--- config.mk ---
export PLATFORM = sky130hd
export DESIGN_NAME = lwrap_timer_bank
export DESIGN_NICKNAME = d
export VERILOG_FILES = /design/src/rtl/lwrap_timer_pkg.sv /design/src/rtl/lwrap_tick_gen.sv /design/src/rtl/lwrap_timer_unit.sv /design/src/rtl/lwrap_timer_bank.sv
export SDC_FILE = /design/constraint.sdc
export NUM_CORES = 1
export LEC_CHECK = 0
export BUFFER_PORTS_ARGS = -buffer_cell sky130_fd_sc_hd__buf_2
export CORE_ASPECT_RATIO = 1.4
export CORE_MARGIN = 2
export CORE_UTILIZATION = 45
export DETAILED_ROUTE_END_ITERATION = 8
export MAX_ROUTING_LAYER = met4
export PLACE_DENSITY = 0.69
export SLEW_MARGIN = 25
export SYNTH_ARGS = -nofsm -noshare
export SYNTH_HDL_FRONTEND = slang
export SYNTH_SLANG_ARGS = --single-unit
--- constraint.sdc ---
create_clock -name clk -period 5.6 [get_ports clk]
set_input_delay 1.12 -clock clk [delete_from_list [all_inputs] [get_ports clk]]
set_output_delay 1.12 -clock clk [all_outputs]
set_load 0.02 [all_outputs]
--- src/rtl/lwrap_timer_pkg.sv ---
package lwrap_timer_pkg;

    // Register word layout: flag on top, value field, zero low bits
    localparam int VAL_W    = 21;
    localparam int VAL_LSB  = 10;
    localparam int WORD_W   = 32;

    typedef enum logic [1:0] {
        OFF_LIMIT      = 2'd0,
        OFF_COUNT      = 2'd1,
        OFF_LIMIT_KEEP = 2'd2,
        OFF_CTRL       = 2'd3
    } reg_off_e;

    typedef struct packed {
        logic [VAL_W-1:0] limit;
        logic [VAL_W-1:0] count;
        logic             flag;
        logic             run;
    } tmr_state_t;

    typedef struct packed {
        logic [WORD_W-1:0] rdata;
        logic              rvalid;
    } bus_state_t;

    function automatic logic [WORD_W-1:0] pack_word(input logic f, input logic [VAL_W-1:0] v);
        return {f, v, {VAL_LSB{1'b0}}};
    endfunction

endpackage

--- src/rtl/lwrap_tick_gen.sv ---
module lwrap_tick_gen #(
    parameter int PRESCALE = 4
) (
    input  logic clk,
    input  logic rst_n,
    output logic tick
);
    localparam int PW = (PRESCALE > 1) ? $clog2(PRESCALE) : 1;
    localparam logic [PW-1:0] LAST = PW'(PRESCALE - 1);

    logic [PW-1:0] pc_d, pc_q;

    always_comb begin
        tick = (pc_q == LAST);
        pc_d = tick ? '0 : pc_q + 1'b1;
    end

    always_ff @(posedge clk) begin
        if (!rst_n) pc_q <= '0;
        else        pc_q <= pc_d;
    end
endmodule

--- src/rtl/lwrap_timer_unit.sv ---
module lwrap_timer_unit
    import lwrap_timer_pkg::*;
#(
    parameter logic [VAL_W-1:0] RST_LIMIT = '0
) (
    input  logic              clk,
    input  logic              rst_n,
    input  logic              tick,
    input  logic              sel,
    input  logic              rd_en,
    input  logic              wr_en,
    input  reg_off_e          off,
    input  logic [WORD_W-1:0] wdata,
    output logic [WORD_W-1:0] rword,
    output logic              irq
);
    tmr_state_t st_d, st_q;
    logic [VAL_W-1:0] wval;
    logic [VAL_W:0]   nxt_cnt;
    logic             unused_bits;

    assign wval        = wdata[VAL_LSB +: VAL_W];
    assign unused_bits = ^{wdata[WORD_W-1], wdata[VAL_LSB-1:1]};
    assign nxt_cnt     = {1'b0, st_q.count} + 1'b1;

    always_comb begin
        st_d = st_q;
        // a limit read clears first, so a wrap in the same cycle wins
        if (sel && rd_en && off == OFF_LIMIT)
            st_d.flag = 1'b0;
        if (tick && st_q.run && st_q.limit != '0) begin
            if (nxt_cnt >= {1'b0, st_q.limit}) begin
                st_d.count = VAL_W'(1);
                st_d.flag  = 1'b1;
            end else begin
                st_d.count = nxt_cnt[VAL_W-1:0];
            end
        end
        if (sel && wr_en) begin
            unique case (off)
                OFF_LIMIT: begin
                    st_d.limit = wval;
                    st_d.count = VAL_W'(1);
                    st_d.flag  = 1'b0;
                end
                OFF_LIMIT_KEEP: st_d.limit = wval;
                OFF_CTRL:       st_d.run   = wdata[0];
                default:        ;
            endcase
        end
    end

    always_ff @(posedge clk) begin
        if (!rst_n) begin
            st_q.limit <= RST_LIMIT;
            st_q.count <= VAL_W'(1);
            st_q.flag  <= 1'b0;
            st_q.run   <= 1'b1;
        end else begin
            st_q <= st_d;
        end
    end

    always_comb begin
        unique case (off)
            OFF_LIMIT, OFF_LIMIT_KEEP: rword = pack_word(st_q.flag, st_q.limit);
            OFF_COUNT:                 rword = pack_word(st_q.flag, st_q.count);
            default:                   rword = {{(WORD_W-1){1'b0}}, st_q.run};
        endcase
    end

    assign irq = st_q.flag;
endmodule

--- src/rtl/lwrap_timer_bank.sv ---
module lwrap_timer_bank
    import lwrap_timer_pkg::*;
#(
    parameter int NUM_CPUS = 2,
    parameter int PRESCALE = 4,
    parameter int ADDR_W   = 8
) (
    input  logic                clk,
    input  logic                rst_n,
    input  logic                rd_en,
    input  logic                wr_en,
    input  logic [ADDR_W-1:0]   addr,
    input  logic [WORD_W-1:0]   wdata,
    output logic [WORD_W-1:0]   rdata,
    output logic                rvalid,
    output logic [NUM_CPUS-1:0] irq_lvl10,
    output logic [NUM_CPUS-1:0] irq_lvl14
);
    localparam int BLK_W  = ADDR_W - 4;
    localparam int N_TMR  = NUM_CPUS + 1;
    localparam logic [VAL_W-1:0] CPU_RST_LIMIT = VAL_W'(32'h009C_4000 >> VAL_LSB);

    logic               tick;
    logic [BLK_W-1:0]   blk;
    reg_off_e           off;
    logic [N_TMR-1:0]   sel;
    logic [N_TMR-1:0]   flag;
    logic [WORD_W-1:0]  rword [N_TMR];
    bus_state_t         bus_d, bus_q;
    logic               unused_addr;

    assign blk         = addr[ADDR_W-1:4];
    assign off         = reg_off_e'(addr[3:2]);
    assign unused_addr = ^addr[1:0];

    lwrap_tick_gen #(.PRESCALE(PRESCALE)) u_tick (
        .clk   (clk),
        .rst_n (rst_n),
        .tick  (tick)
    );

    for (genvar i = 0; i < N_TMR; i++) begin : g_tmr
        assign sel[i] = (blk == BLK_W'(i));
        lwrap_timer_unit #(
            .RST_LIMIT((i < NUM_CPUS) ? CPU_RST_LIMIT : '0)
        ) u_unit (
            .clk   (clk),
            .rst_n (rst_n),
            .tick  (tick),
            .sel   (sel[i]),
            .rd_en (rd_en),
            .wr_en (wr_en),
            .off   (off),
            .wdata (wdata),
            .rword (rword[i]),
            .irq   (flag[i])
        );
    end

    always_comb begin
        bus_d.rvalid = rd_en;
        bus_d.rdata  = bus_q.rdata;
        if (rd_en) begin
            bus_d.rdata = '0;
            for (int i = 0; i < N_TMR; i++)
                if (sel[i]) bus_d.rdata = rword[i];
        end
    end

    always_ff @(posedge clk) begin
        if (!rst_n) bus_q <= '0;
        else        bus_q <= bus_d;
    end

    assign rdata     = bus_q.rdata;
    assign rvalid    = bus_q.rvalid;
    assign irq_lvl10 = {NUM_CPUS{flag[NUM_CPUS]}};
    assign irq_lvl14 = flag[NUM_CPUS-1:0];
endmodule

# Yosys cells after proc, flatten, opt, wreduce, memory -nomap -nowiden

Cells that the tools add are included.

Flip-flop bits (word level): 167
Bits of input ports: 44
Logic and storage cells: 84

Equal/unequal tests: 6
Multiplexer cells: 27
Bitwise logic cells: 1
Reduce and logical (&&, ||, !) cells: 28
$lt $le $gt $ge: 3
$add $sub $neg: 4

Operators with widths:

| operator              | number |
|---|---|
| $pmux 32 s2           | 3 |
| $mux 22               | 6 |
| $mux 32               | 3 |
| $mux 23               | 3 |
| $add 21x1->22 const B | 3 |
| $ge 22x21->1          | 3 |
| $mux 21               | 3 |
| $reduce_bool 21->1    | 3 |
| $logic_and 1x1->1     | 15 |
| $reduce_and 2->1      | 6 |
| $mux 1                | 9 |
| $eq 2x2->1 const B    | 3 |
| $eq 4x1->1 const B    | 1 |
| $eq 4x2->1 const B    | 1 |
| $logic_not 4->1       | 1 |
| $reduce_or 2->1       | 2 |
| $add 2x1->2 const B   | 1 |
| $eq 2x1->1 const B    | 1 |
| $logic_not 2->1       | 1 |
| $not 1->1             | 1 |

# Depth between registers and ports, before layout

Word-level depth: 8
Gate-level depth with buffers: 17
Mapped depth without buffers: 14

# Hierarchy

From an unflattened synthesis, not the netlist that was laid out.

Cell total of the unflattened synthesis: 1454
Area, all modules: 11198.2 sq um

Modules (own cells, without submodules):

| module                              | cells an instance | area an instance (sq um) | instances |
|---|---|---|---|
| lwrap_timer_unit at g_tmr[0].u_unit | 413               | 3074.2                   | 1 |
| lwrap_timer_unit at g_tmr[2].u_unit | 408               | 3060.4                   | 1 |
| lwrap_timer_unit at g_tmr[1].u_unit | 403               | 3039.2                   | 1 |
| lwrap_timer_bank                    | 225               | 1950.6                   | 1 |
| lwrap_tick_gen                      | 5                 | 73.8                     | 1 |

# Worst setup path after synthesis

No wires, ideal clock.

Kind: reg-to-reg
Start: reg g_tmr[1].u_unit.st_q[2] (netlist bit)
End: reg g_tmr[1].u_unit.st_q[14] (netlist bit)
Clock period less this slack: 3.213 ns
Arrival time: 3.096 ns
Buffers on the path: 0
Path slack: 2.387 ns
Stages on the path, launching flop included: 14
Cells stage by stage: dfxtp_1 -> ha_1 -> and4_1 -> nor2b_2 -> nand4_1 -> or2_1 -> xnor2_1 -> ha_1 -> nand2_1 -> nor3_1 -> nor4b_2 -> nor2_4 -> a31o_2 -> a22o_1

Cells in the longest elaborated chain, start to end: 6

Ends and longest elaborated chain:

| element                | line                   | source |
|---|---|---|
| start, declared        | lwrap_timer_unit.sv:17 | `tmr_state_t st_d, st_q;` |
| start signal, assigned | lwrap_timer_unit.sv:60 | `st_q <= st_d;` |
| $add 21x1->22 (*)      | lwrap_timer_unit.sv:24 | `assign nxt_cnt = {1'b0, st_q.count} + 1'b1;` |
| $ge 22x21->1           | lwrap_timer_unit.sv:32 | `if (nxt_cnt >= {1'b0, st_q.limit}) begin` |
| $mux 21 (*)            | lwrap_timer_unit.sv:32 |  |
| $mux 22 (*)            | lwrap_timer_unit.sv:31 | `if (tick && st_q.run && st_q.limit != '0) begin` |
| $mux 22                | lwrap_timer_unit.sv:40 | `unique case (off)` |
| $mux 23 (*)            | lwrap_timer_unit.sv:39 | `if (sel && wr_en) begin` |

Every way passes the cells marked *; elsewhere a longest branch is shown, timed or not.
A chain may end at the register's enable or synchronous reset.

# Worst setup path after layout

Start: reg g_tmr[0].u_unit.st_q[2] (netlist bit)
End: reg g_tmr[0].u_unit.st_q[12] (netlist bit)

Cells in the longest elaborated chain, start to end: 6

Ends and longest elaborated chain:

| element                | line |
|---|---|
| start, declared        | lwrap_timer_unit.sv:17 |
| start signal, assigned | lwrap_timer_unit.sv:60 |
| $add 21x1->22 (*)      | lwrap_timer_unit.sv:24 |
| $ge 22x21->1           | lwrap_timer_unit.sv:32 |
| $mux 21 (*)            | lwrap_timer_unit.sv:32 |
| $mux 22 (*)            | lwrap_timer_unit.sv:31 |
| $mux 22                | lwrap_timer_unit.sv:40 |
| $mux 23 (*)            | lwrap_timer_unit.sv:39 |

Marked as above.

==> impl_summary.log <==
INFO  metric status = finished, final reports clean
INFO  metric maxSlewHeadroom = 30.43%
INFO  metric layout_commonest_cell = nand2_1
INFO  metric worstSetupEndpointType = register
INFO  metric cts-root-to-sink-buffers = 2
INFO  metric cell_area_after_synthesis = 10,300 sq um
INFO  metric grtUsageTotal = between 20% and 30%
INFO  metric cts-resized-gates = 0
INFO  metric layout_min_cycle_time = 4279 ps
INFO  metric fp.dieArea = 24,130 sq um
INFO  metric leakage_power_summed_over_all_cells = 3.999 nW
INFO  metric worstPathCellList = ha_1, nand4_1, nor3_2, nand3_1, xnor2_1, ha_1, and2_0, a221o_1, a21oi_1, o311ai_1, nor2_2, o21ai_0, a21oi_1
INFO  metric clk_latency = 440 ps
INFO  metric tritoncts = built
INFO  metric slew_violations = 0
INFO  metric io_pins = between 80 and 90
INFO  metric ir_drop = 0.2252 mV
INFO  metric cts_htree_levels = 4
INFO  metric hold_buffers = 0
INFO  metric layout-drive-gt1-share = 10.51%
INFO  metric cell_count_of_the_worst_hold_path = 1
INFO  metric reg2reg_setup_slack = 1320 ps
INFO  metric synthCells = 1,345
INFO  metric drv_cap = 0
INFO  metric setup_viol = 0
INFO  metric gpl.final_weighted_congestion = 0.9546
INFO  metric avgSynthCellArea = 7.658 sq um
INFO  metric timing.hold.worst_endpoint = u_tick.pc_q[0]$_SDFF_PP0_
INFO  metric hpwlAfterDp = 23.13 mm
INFO  metric detail_route.iter0.violations = 841
INFO  metric detail_route.wirelength = 31.30 mm
INFO  metric critical_path.reg2reg.startpoint = g_tmr[0].u_unit.st_q[2]$_SDFF_PN1_
INFO  metric cts.reportedPaths.clkPinSlew = 70 ps
INFO  metric utilization = 49.83%
INFO  metric num_rows = 65
INFO  metric finalCritPeriodShare = 76.41%
INFO  metric yosysUniqueCellTypes = between 70 and 80
INFO  metric critPathSlowestCell = nor2_2
INFO  metric synth_ff_type = dfxtp_1
INFO  metric asyncSetResetFlopFracSynth = 0%
INFO  metric initial_core_util = between 40% and 50%
INFO  metric setup-tns-final = 0 ps
INFO  metric final_cell_mix = nand2_1 (236), dfxtp_1 (158), nand3_1 (86)
INFO  metric setup.worst_path.class = register to register
INFO  metric multi_input_comb_area = 6391 sq um
INFO  metric i_o_buffers = between 50 and 60
INFO  metric multiplexer_fraction_of_the_synthesized_cell_area = 0.2915%
INFO  metric met2_length = approximately 15 mm
INFO  metric nNetsFinal = 1,449
INFO  metric diodes = 0
INFO  metric cts.root.buffer_cell = clkbuf_16
INFO  metric postSynthRegisterBits = 158
INFO  metric worst-path-buf-inv = 0
INFO  metric flow.area_growth_from_synthesis = 8.990%
INFO  metric final-hold-violation-count = 0
INFO  metric grt_pass1_wl = 49.68 mm
INFO  metric first_global_vias = around 9,000
INFO  metric cpLargestDelayFamily = simple AND/OR/NAND/NOR gates
INFO  metric skew = 13.71 ps
INFO  metric rsz0062_at_grt = false
INFO  metric total_of_warnings_raised_by_yosys = 0
INFO  metric post_synth_xor_area_fraction = under 10%
INFO  metric worstHoldStart = u_tick.pc_q[0]$_SDFF_PP0_
INFO  metric die_y = 183.0 um
INFO  metric synth_simple_gate_area_share = 25.55%
INFO  metric regToRegEndpoint = g_tmr[0].u_unit.st_q[12]$_SDFF_PN0_
INFO  metric area_taken_by_flip_flops_and_latches = about 3200 sq um
INFO  metric critical_path_peak_fanout = 26
INFO  metric antenna_violations_before_repair = 0
INFO  metric route.top_layer_used = met4
INFO  metric synth-seq-area-share = a little under a third
INFO  metric drtPass1Iterations = 6
INFO  metric drt-wirelength-per-cell = ~19 um
INFO  metric timing.hold.ws = around 430 ps
INFO  metric post_cts.repair.setup_buffers = 0
INFO  metric numCtsBuffers = 17
INFO  metric met3_wirelength = 1.912 mm
INFO  metric power_density = 240.8 nW/um^2
INFO  metric max_clock_freq = between 200 and 250 MHz
INFO  metric filler_cell_count = 2,168
INFO  metric ant_nets = 0
INFO  metric r2r_cells = 13
INFO  metric area_share_of_fa_ha_maj_cells_after_synthesis = under 10%
INFO  metric die_w = 131.9 um
INFO  metric synth_enable_flop_cells = 0
INFO  metric tightestPinTransition = about 1000 ps
INFO  metric global_route.overflow_total = 0
INFO  metric routed-via-count = 9,915
INFO  metric synth_top_family_by_area = simple AND/OR/NAND/NOR gates
INFO  metric critPathLaunchType = register
INFO  metric detail_route.wirelength.met1 = 12.84 mm
INFO  metric vias_per_cell = 6.002
INFO  metric origin_of_the_worst_setup_path = g_tmr[0].u_unit.st_q[2]$_SDFF_PN1_
INFO  metric grt_start_max_net_pins = 80
INFO  metric core_region_area = roughly 23,000 sq um
INFO  metric cpPeakStageDelay = 840 ps
INFO  metric hold_class = register to register
INFO  metric synth_compound_gate_area_share = 22.83%
INFO  metric cp.arrival = between 4000 and 5000 ps
INFO  metric worst_ep_required_time = 5960 ps
INFO  metric numClockSinks = about 160
INFO  metric drc = 0
[per-stage QoR]
step | total power, mW | instances | setup slack (ps) | area (sq um)
3_5_place_dp | 1.548 | 1620 | 1421 | 10630
4_1_cts | 2.707 | 1652 | 1390 | 11220
5_1_grt | 2.805 | 1652 | 891.3 | 11230
2_1_floorplan | 1.454 | 1353 | 2387 | 10330
6_report | 2.704 | 1652 | 1321 | 11230
3_3_place_gp | 1.542 | 1620 | 1421 | 10630
[Yosys cell counts, drive strengths merged (17+ instances only)]
cell	instances	area, sq um
nand2b	22	137.6
buf	43	257.8
xnor2	38	332.8
o22ai	24	156.4
inv	78	292.8
nand3	93	503.0
clkbuf	66	250.2
nand4	20	146.4
nor4	22	158.9
a21boi	74	555.5
nand2	236	885.9
a221oi	23	207.7
o21ai	62	317.8
nor2	44	195.2
a21oi	54	270.3
ha	67	838.3
xor2	17	148.9
a22oi	21	157.7
dfxtp	158	3163
o211ai	29	217.7
nor3	31	165.2
[worst max path at each step]
stage | endpoint | slack (ps) | cells after the start
finish | g_tmr[0].u_unit.st_q[12]$_SDFF_PN0_ | 1320 | 13
global route | g_tmr[0].u_unit.st_q[4]$_SDFF_PN0_ | 890 | 13
CTS | g_tmr[0].u_unit.st_q[12]$_SDFF_PN0_ | 1390 | 13
detailed placement | g_tmr[0].u_unit.st_q[4]$_SDFF_PN0_ | 1420 | 13
global placement | g_tmr[0].u_unit.st_q[17]$_SDFF_PN0_ | 1420 | 13
floorplan | g_tmr[1].u_unit.st_q[14]$_SDFF_PN0_ | 2390 | 13
[power breakdown]
part | total, mW | switching [mW] | internal, mW
Combinational | 0.339 | 0.228 | 0.111
Clock | 1.17 | 0.531 | 0.642
Sequential | 1.19 | 0.0441 | 1.15
[layer usage]
layer | track usage [%] | up-vias
met1 | 31.67 | 4703
met4 | 12.26 | 0
met2 | 44.27 | 371
met5 | - | -
met3 | 4.174 | 92
li1 | - | 4749
[registers in the layout (all words and copies together), names as in the netlist]
name,flops
g_tmr.u_unit.st_q,129
rdata,23
g_tmr.u_unit.irq,3
u_tick.pc_q,2
rvalid,1
[final cells by class]
cell class | instances | area share [%]
Clock buffer | 18 | 3.912
Clock inverter | 14 | 1.315
Inverter | 78 | 2.608
Multi-Input combinational cell | 1008 | 56.93
Sequential cell | 158 | 28.18
Tap cell | 301 | 3.355
Timing Repair Buffer | 75 | 3.700
[kinds of logic (layout without fill, tap and decap cells)]
family / after synthesis / count (layout)
and+or+nand+nor: 530 / 530
other: 1 / 9
xor gates and xnor gates: 55 / 55
DFF: 158 / 158
muxes: 3 / 3
AOI/OAI and AO/OA: 344 / 344
adders and majority gates: 67 / 67
buffers and inverters: 187 / 185
Note: power is estimated with default switching activity, not from simulation.
